**config.mk**
```make
export PLATFORM = sky130hd
export DESIGN_NAME = addr_dump_top
export DESIGN_NICKNAME = d
export VERILOG_FILES = /design/src/rtl/addr_dump_pkg.sv /design/src/rtl/addr_dump_ctrl.sv /design/src/rtl/addr_dump_dp.sv /design/src/rtl/addr_dump_top.sv
export SDC_FILE = /design/constraint.sdc
export NUM_CORES = 2
export LEC_CHECK = 0
export BUFFER_PORTS_ARGS = -buffer_cell sky130_fd_sc_hd__buf_4
export CORE_MARGIN = 2
export CORE_UTILIZATION = 55
export DETAILED_ROUTE_END_ITERATION = 7
export GPL_TIMING_DRIVEN = 0
export PLACE_DENSITY_LB_ADDON = 0.3
export SLEW_MARGIN = 10
export SYNTH_ARGS = -nofsm -noshare
export SYNTH_HDL_FRONTEND = slang
export SYNTH_HIERARCHICAL = 1
export SYNTH_SLANG_ARGS = --single-unit
```
**constraint.sdc**
```tcl
create_clock -name clk -period 8.6 [get_ports clk]
set_input_delay 0.43 -clock clk [delete_from_list [all_inputs] [get_ports clk]]
set_output_delay 0.43 -clock clk [all_outputs]
set_load 0.02 [all_outputs]
```
**src/rtl/addr_dump_pkg.sv**
```systemverilog
package addr_dump_pkg;
  localparam int MACVID_W = 64;
  localparam int DATA_W   = 32;
  localparam int VALID_BIT = 16;

  localparam logic [7:0] OFS_CTRL    = 8'h50;
  localparam logic [7:0] OFS_POS     = 8'h51;
  localparam logic [7:0] OFS_S0_MV   = 8'h60;
  localparam logic [7:0] OFS_S0_DATA = 8'h68;
  localparam logic [7:0] OFS_S1_MV   = 8'h70;
  localparam logic [7:0] OFS_S1_DATA = 8'h78;

  typedef struct packed {
    logic rewind;     // restart scan from index 0
    logic step;       // examine the current index
    logic clearSlots; // empty both result slots
  } dumpStrobes_t;
endpackage

```
**src/rtl/addr_dump_ctrl.sv**
```systemverilog
module addr_dump_ctrl
  import addr_dump_pkg::*;
(
  input  logic         clk,
  input  logic         rstN,
  input  logic [7:0]   regAddr,
  input  logic         regWrEn,
  input  logic [7:0]   regWrData,
  input  logic         regRdEn,
  input  logic         exhausted,
  input  logic         pairDone,
  output dumpStrobes_t stb,
  output logic         busy,
  output logic         resValid
);
  typedef enum logic [1:0] {ST_IDLE, ST_SCAN, ST_HOLD} state_t;
  state_t state, stateNext;

  logic startReq, ackReq;
  assign startReq = regWrEn && (regAddr == OFS_CTRL) && regWrData[7];
  assign ackReq   = regRdEn && (regAddr == OFS_S1_DATA);

  always_comb begin
    stb.rewind     = startReq;
    stb.step       = (state == ST_SCAN) && !startReq && !exhausted;
    stb.clearSlots = startReq || (ackReq && (state != ST_SCAN));
  end

  always_comb begin
    stateNext = state;
    if (startReq) begin
      stateNext = ST_SCAN;
    end else begin
      unique case (state)
        ST_SCAN: begin
          if (exhausted)     stateNext = ST_IDLE;
          else if (pairDone) stateNext = ST_HOLD;
        end
        ST_HOLD: if (ackReq) stateNext = ST_SCAN;
        default: stateNext = state;
      endcase
    end
  end

  always_ff @(posedge clk) begin
    if (!rstN) state <= ST_IDLE;
    else       state <= stateNext;
  end

  assign busy     = (state != ST_IDLE);
  assign resValid = (state == ST_HOLD);

  AST_START_BUSY: assert property (@(posedge clk) disable iff (!rstN)
    startReq |=> busy);

  AST_ACK_RESUMES: assert property (@(posedge clk) disable iff (!rstN)
    (ackReq && resValid && !startReq) |=> !resValid);
endmodule

```
**src/rtl/addr_dump_dp.sv**
```systemverilog
module addr_dump_dp
  import addr_dump_pkg::*;
#(
  parameter int ADDR_W = 4
) (
  input  logic                clk,
  input  logic                rstN,
  input  dumpStrobes_t        stb,
  input  logic                busy,
  input  logic                resValid,
  input  logic [7:0]          regAddr,
  output logic [63:0]         regRdData,
  input  logic                tblWrEn,
  input  logic [ADDR_W-1:0]   tblWrIdx,
  input  logic [MACVID_W-1:0] tblWrMacVid,
  input  logic [DATA_W-1:0]   tblWrData,
  output logic                exhausted,
  output logic                pairDone
);
  localparam int DEPTH = 1 << ADDR_W;
  localparam int POS_W = ADDR_W + 1;

  logic [MACVID_W-1:0] memMacVid [DEPTH];
  logic [DATA_W-1:0]   memData   [DEPTH];
  logic [POS_W-1:0]    scanPos;
  logic                fillIdx;
  logic [MACVID_W-1:0] slotMacVid [2];
  logic [DATA_W-1:0]   slotData   [2];

  logic [ADDR_W-1:0]   curIdx;
  logic                curValid;
  assign curIdx    = scanPos[ADDR_W-1:0];
  assign exhausted = scanPos[ADDR_W];
  assign curValid  = memData[curIdx][VALID_BIT];
  assign pairDone  = stb.step && curValid && fillIdx;

  always_ff @(posedge clk) begin
    if (!rstN) begin
      for (int i = 0; i < DEPTH; i++) begin
        memMacVid[i] <= '0;
        memData[i]   <= '0;
      end
    end else if (tblWrEn) begin
      memMacVid[tblWrIdx] <= tblWrMacVid;
      memData[tblWrIdx]   <= tblWrData;
    end
  end

  always_ff @(posedge clk) begin
    if (!rstN) begin
      scanPos <= '0;
    end else if (stb.rewind) begin
      scanPos <= '0;
    end else if (stb.step) begin
      scanPos <= scanPos + POS_W'(1);
    end
  end

  for (genvar s = 0; s < 2; s++) begin : gSlot
    always_ff @(posedge clk) begin
      if (!rstN || stb.clearSlots) begin
        slotMacVid[s] <= '0;
        slotData[s]   <= '0;
      end else if (stb.step && curValid && (fillIdx == 1'(s))) begin
        slotMacVid[s] <= memMacVid[curIdx];
        slotData[s]   <= memData[curIdx];
      end
    end
  end

  always_ff @(posedge clk) begin
    if (!rstN || stb.clearSlots)  fillIdx <= 1'b0;
    else if (stb.step && curValid) fillIdx <= ~fillIdx;
  end

  always_comb begin
    unique case (regAddr)
      OFS_CTRL:    regRdData = {56'd0, busy, 6'd0, resValid};
      OFS_POS:     regRdData = {48'd0, 1'b0, 15'(scanPos)};
      OFS_S0_MV:   regRdData = slotMacVid[0];
      OFS_S0_DATA: regRdData = {32'd0, slotData[0]};
      OFS_S1_MV:   regRdData = slotMacVid[1];
      OFS_S1_DATA: regRdData = {32'd0, slotData[1]};
      default:     regRdData = '0;
    endcase
  end

  AST_HOLD_STABLE: assert property (@(posedge clk) disable iff (!rstN)
    (resValid && $past(resValid)) |-> $stable(scanPos));

  AST_POS_MONOTONIC: assert property (@(posedge clk) disable iff (!rstN)
    (busy && $past(busy) && !$past(stb.rewind)) |-> (scanPos >= $past(scanPos)));

  AST_DONE_AT_DEPTH: assert property (@(posedge clk) disable iff (!rstN)
    $fell(busy) |-> (scanPos == POS_W'(DEPTH)));

  AST_SLOT_ORDER: assert property (@(posedge clk) disable iff (!rstN)
    slotData[1][VALID_BIT] |-> slotData[0][VALID_BIT]);
endmodule

```
**src/rtl/addr_dump_top.sv**
```systemverilog
module addr_dump_top
  import addr_dump_pkg::*;
#(
  parameter int ADDR_W = 4
) (
  input  logic              clk,
  input  logic              rstN,
  input  logic [7:0]        regAddr,
  input  logic              regWrEn,
  input  logic [7:0]        regWrData,
  input  logic              regRdEn,
  output logic [63:0]       regRdData,
  input  logic              tblWrEn,
  input  logic [ADDR_W-1:0] tblWrIdx,
  input  logic [63:0]       tblWrMacVid,
  input  logic [31:0]       tblWrData
);
  dumpStrobes_t stb;
  logic busy, resValid, exhausted, pairDone;

  addr_dump_ctrl ctrl_i (
    .clk(clk), .rstN(rstN), .regAddr(regAddr), .regWrEn(regWrEn),
    .regWrData(regWrData), .regRdEn(regRdEn), .exhausted(exhausted),
    .pairDone(pairDone), .stb(stb), .busy(busy), .resValid(resValid)
  );

  addr_dump_dp #(.ADDR_W(ADDR_W)) dp_i (
    .clk(clk), .rstN(rstN), .stb(stb), .busy(busy), .resValid(resValid),
    .regAddr(regAddr), .regRdData(regRdData), .tblWrEn(tblWrEn),
    .tblWrIdx(tblWrIdx), .tblWrMacVid(tblWrMacVid), .tblWrData(tblWrData),
    .exhausted(exhausted), .pairDone(pairDone)
  );
endmodule

```
==> results.env <==
STATUS='completed'
GLOBAL_ROUTE_WIRE_LENGTH_BEFORE_REPAIR_UM=309000
NETLIST_TOP_CELLS_AREA='edfxtp_1, mux4_2, and2_1'
RELSLEWSLACK_PCT=7.98
DIE_W_UM=379
POST_SYNTH_MOST_FREQUENT_CELLS='and2_1, edfxtp_1, mux4_2'
SWITCHINGPOWER_mW=3.90
MAXIMUM_CLOCK_FREQUENCY_MHz=184
CLOCK_POWER_SHARE_PCT=41.2
TOTALWIRELENGTH_UM=215000
GROUTE.USAGE.OVERALL_PCT=30.5
CRIT_REQUIRED_PS=9050
WORST_HOLD_SLACK_PS=243
FINAL_PERIOD_MINUS_WORST_SETUP_SLACK_PS=5420
WORST_SETUP_HOLD_PATH_CLK_SLEW_PS=60
WORST-SLEW-PIN-TRANSITION_PS=1380
DRT_FIRST_ITER_VIOLATIONS=5894
SHARE_SEQ_OF_TOTAL_POWER_PCT=53.5
SWITCHING_SHARE_PCT=21.1
R2R_START='ctrl_i/state[1]'
INITIAL_UTILIZATION_PCT=55.5
DP.CELLS=6712
SYNTH_LARGEST_AREA_CELL='edfxtp_1'
POST-DP-HPWL_UM=146000
SYNTHESIS.YOSYS.WARNINGS=6
MULTIINPUTGATEAREA_UM2=23700
SYNTH_ENABLE_FLOP_CELLS=1728
CP.BUFFERS_INVERTERS=7
ANT_NETS=0
NUMPORTBUFFERS=177
SOURCE_TO_SINK_CLOCK_DELAY_AT_THE_LATER_PIN_OF_THE_WORST_SKEW_PAIR_PS=820
CP_COMMON_CELL='buf_16'
DRT_FIRST_PASS_ITERS=6
ROUTED_VIA_DENSITY=6.17
WORSTREG2REGEND='dp_i/slotMacVid[1][47]'
SYNTH_NETS=4695
CRITPATHARRIVALTIME_PS=5880
FILLERS=9462
POST_SYNTH_INSTANCE_AREA_UM2=77500
SYNTHESIS_TO_LAYOUT_AREA_GROWTH_PCT=16.3
CRITICALPATHCATEGORY='in -> reg'
CTS_SETUP_BUFFERS=0
SYNTHMOSTINSTANTIATEDCELL='and2_1'
CTS_ROOT_BUFFER='clkbuf_16'
TOPROUTINGLAYERUSED='met5'
YOSYS_TOP_CELL_AREA_SHARE_PCT=66.9
FINAL.SETUP_SKEW_PS=27.1
PLACE_CONGESTION=0.836
POWER_DENSITY_nW_PER_UM2=205
YS_SEQ_AREA_SHARE_PCT=67.2
HTREEDEPTH=4
CTS_MAX_PATH_BUFFERS=3
CRITICAL-PATH-SLOWEST-CELL='clkbuf_1'
CORE_UM2=140000
NUMBER_OF_BUFFERS_CREATED_BY_CTS=175
R2R_SLACK_PS=4440
DESIGN.PORTCOUNT=185
DRT_DRC_VIOLATIONS_LEFT=0
NETS=5235
ANTENNA_FOUND_INITIAL=22
CELLLEAKAGEPOWER_nW=31.0
P_INT_mW=14.6
CLKSINKCOUNT=1740
TOTAL_MET3_WIRELENGTH_AFTER_DETAILED_ROUTING_UM=25900
SYNTH.FF_LATCH_COUNT=1740
FP-ROW-COUNT=137
FINALCRITPERIODSHARE_PCT=63.1
RSZ0062_AT_GRT='false'
CRITICAL-PATH-MAX-STAGE-DELAY_PS=1030
DRIVE_ABOVE_1_SHARE_PCT=21.5
SYNTHFLOPTYPE='edfxtp_1'
COMBPWRFRAC_PCT=5.3
SYN_INST=4570
STARTPOINT_TYPE='primary input'
CHIPHEIGHT_UM=379
CTS_TREE='built'
FIN_WS_PS=3180
FINAL-MAX-SLEW-VIOLATION-COUNT=0
WORSTREGTOREGCELLS=9
END_KIND='register'
NETLIST-CELL-TYPE-COUNT=50
NUMBER_OF_GLOBAL_ROUTE_VIAS_BEFORE_REPAIR=44600
WL_MET2_UM=101000
IR_WORST_VDD_V=0.000236
MAX_CAP_VIOLS=0
ROUTED_LEN_INST_UM=30.1
SYNTH_AREA_PER_CELL_UM2=17.0
PLACE_WS_PS=3250
ROUTED_LENGTH_ON_MET1_UM=79000
CELL_BY_CELL_TRACE_OF_THE_CRITICAL_PATH='dlygate4sd3_1, buf_4, buf_2, nand4_1, nor3_2, buf_8, clkbuf_1, nand2b_4, buf_16, buf_16'
CRIT_FAMILY='buffers and inverters'
VIAS_AFTER_DETAILED_ROUTING=44100
MIN_FROM='regAddr[2]'
SETUP_VIOL_COUNT_FINAL=0
LARGEST_DRIVER_FANOUT_ON_THE_CRITICAL_PATH=42
SEQCELLAREA_UM2=52100
GRT_START_MAX_NET_PINS=54
TIMING.FINAL.HOLD_VIOLATIONS=0
HOLD_PATH_END='ctrl_i/state[0]'
FINAL_CELL_COUNT_NO_FILL=7138
FP.DIEAREA_UM2=144000
TIMING.HOLD.WORST_PATH_DEPTH=3
OVERFLOW=0
ASYNC_SET_OR_RESET_FLOP_FRACTION_IN_THE_SYNTHESIZED_NETLIST_PCT=0
HOLD_PATH.CLASS='in -> reg'
[sequential cells by signal, summed over array words and instances (netlist names), named ones only]
register / count
dp_i/memData: 512
dp_i/fillIdx: 1
ctrl_i/state: 2
dp_i/slotData: 64
dp_i/scanPos: 5
dp_i/memMacVid: 1024
dp_i/slotMacVid: 128
[routing by layer]
layer,track usage [%],vias up
met3,7.88,472
met5,0,-
met2,47.4,2772
li1,-,18100
met4,12.1,16
met1,41.7,22700
[cell families (layout without fill, tap and decap cells)]
logic type / count (synthesis) / after routing / synth area share (%)
AND/OR/NAND/NOR: 1820 / 1820 / 14.6
multiplexers: 515 / 515 / 14.8
other: 0 / 6 / 0
AO/OA/AOI/OAI: 74 / 74 / 0.762
buffers and inverters: 413 / 1099 / 2.44
flip-flops: 1740 / 1740 / 67.2
XOR/XNOR: 4 / 4 / 0.0452
adder cells (fa/ha/maj): 4 / 4 / 0.0646
[cell type report]
cell class / count / area share, %
Antenna cell: 6 / 0.0167
Buffer: 405 / 2.07
Clock buffer: 226 / 5.26
Clock inverter: 97 / 1.02
Inverter: 8 / 0.0333
Multi-Input combinational cell: 2417 / 26.3
Sequential cell: 1740 / 57.8
Tap cell: 1876 / 2.60
Timing Repair Buffer: 363 / 4.85
[worst min-delay path, cell delays in order]
cell and delay [ps]:
buf_4 80, nand3b_2 340, o32ai_2 150
[repair_timing]
item | CTS | global route
setup endpoints to repair | 0 | 0
hold buffers | 97 | 0
hold endpoints to repair | 570 | 0
resized for setup | 0 | 0
[cells in the final DEF (no fill, tap or decap), types with 5 or more instances in the layout]
cell and instances:
a22o_1 38, and2_1 1752, buf_1 20, buf_12 47
buf_16 46, buf_2 46, buf_4 180, buf_6 14
bufinv_16 18, clkbuf_1 352, clkbuf_16 182, clkinv_1 43
clkinv_2 27, dfxtp_1 12, diode_2 6, dlygate4sd3_1 97
edfxtp_1 1728, inv_1 7, mux2i_1 8, mux4_2 507
nand2_1 7, nand2b_1 5, nor2_1 17, nor2_2 10
nor3_2 5, o21ai_4 12
[through the flow]
| step | utilization [%] | total power [mW] | area (µm²) | setup TNS [ps] |
|---|---|---|---|---|
| 6_report | 64.5 | 18.5 | 90100 | 0 |
| 5_1_grt | 64.5 | 18.9 | 90100 | 0 |
| 4_1_cts | 64.5 | 18.5 | 90100 | 0 |
| 3_5_place_dp | 59.8 | 11.0 | 83500 | 0 |
| 3_3_place_gp | 58.1 | 11.0 | 81200 | -9132450 |
| 2_1_floorplan | - | 10.5 | 77500 | 0 |
[power groups by stage]
| stage | combinational (mW) | sequential, mW | clock [mW] |
|---|---|---|---|
| 3_5_place_dp | 0.931 | 10.1 | 0 |
| 5_1_grt | 1.02 | 9.92 | 7.99 |
| 6_report | 0.984 | 9.89 | 7.61 |
| 2_1_floorplan | 0.438 | 10.1 | 0 |
| 4_1_cts | 0.975 | 9.89 | 7.67 |
| 3_3_place_gp | 0.786 | 10.2 | 0 |
[worst max-delay path by stage]
stage	from	end	cells past startpoint
2_1_floorplan	tblWrIdx[2]	dp_i/memData[1][0]	3
3_3_place_gp	rstN	dp_i/memData[15][23]	4
3_5_place_dp	rstN	dp_i/memMacVid[12][39]	9
4_1_cts	rstN	dp_i/memMacVid[12][36]	10
5_1_grt	rstN	dp_i/memMacVid[12][38]	10
6_report	rstN	dp_i/memMacVid[12][39]	10
(Power assumes the default switching activity.)
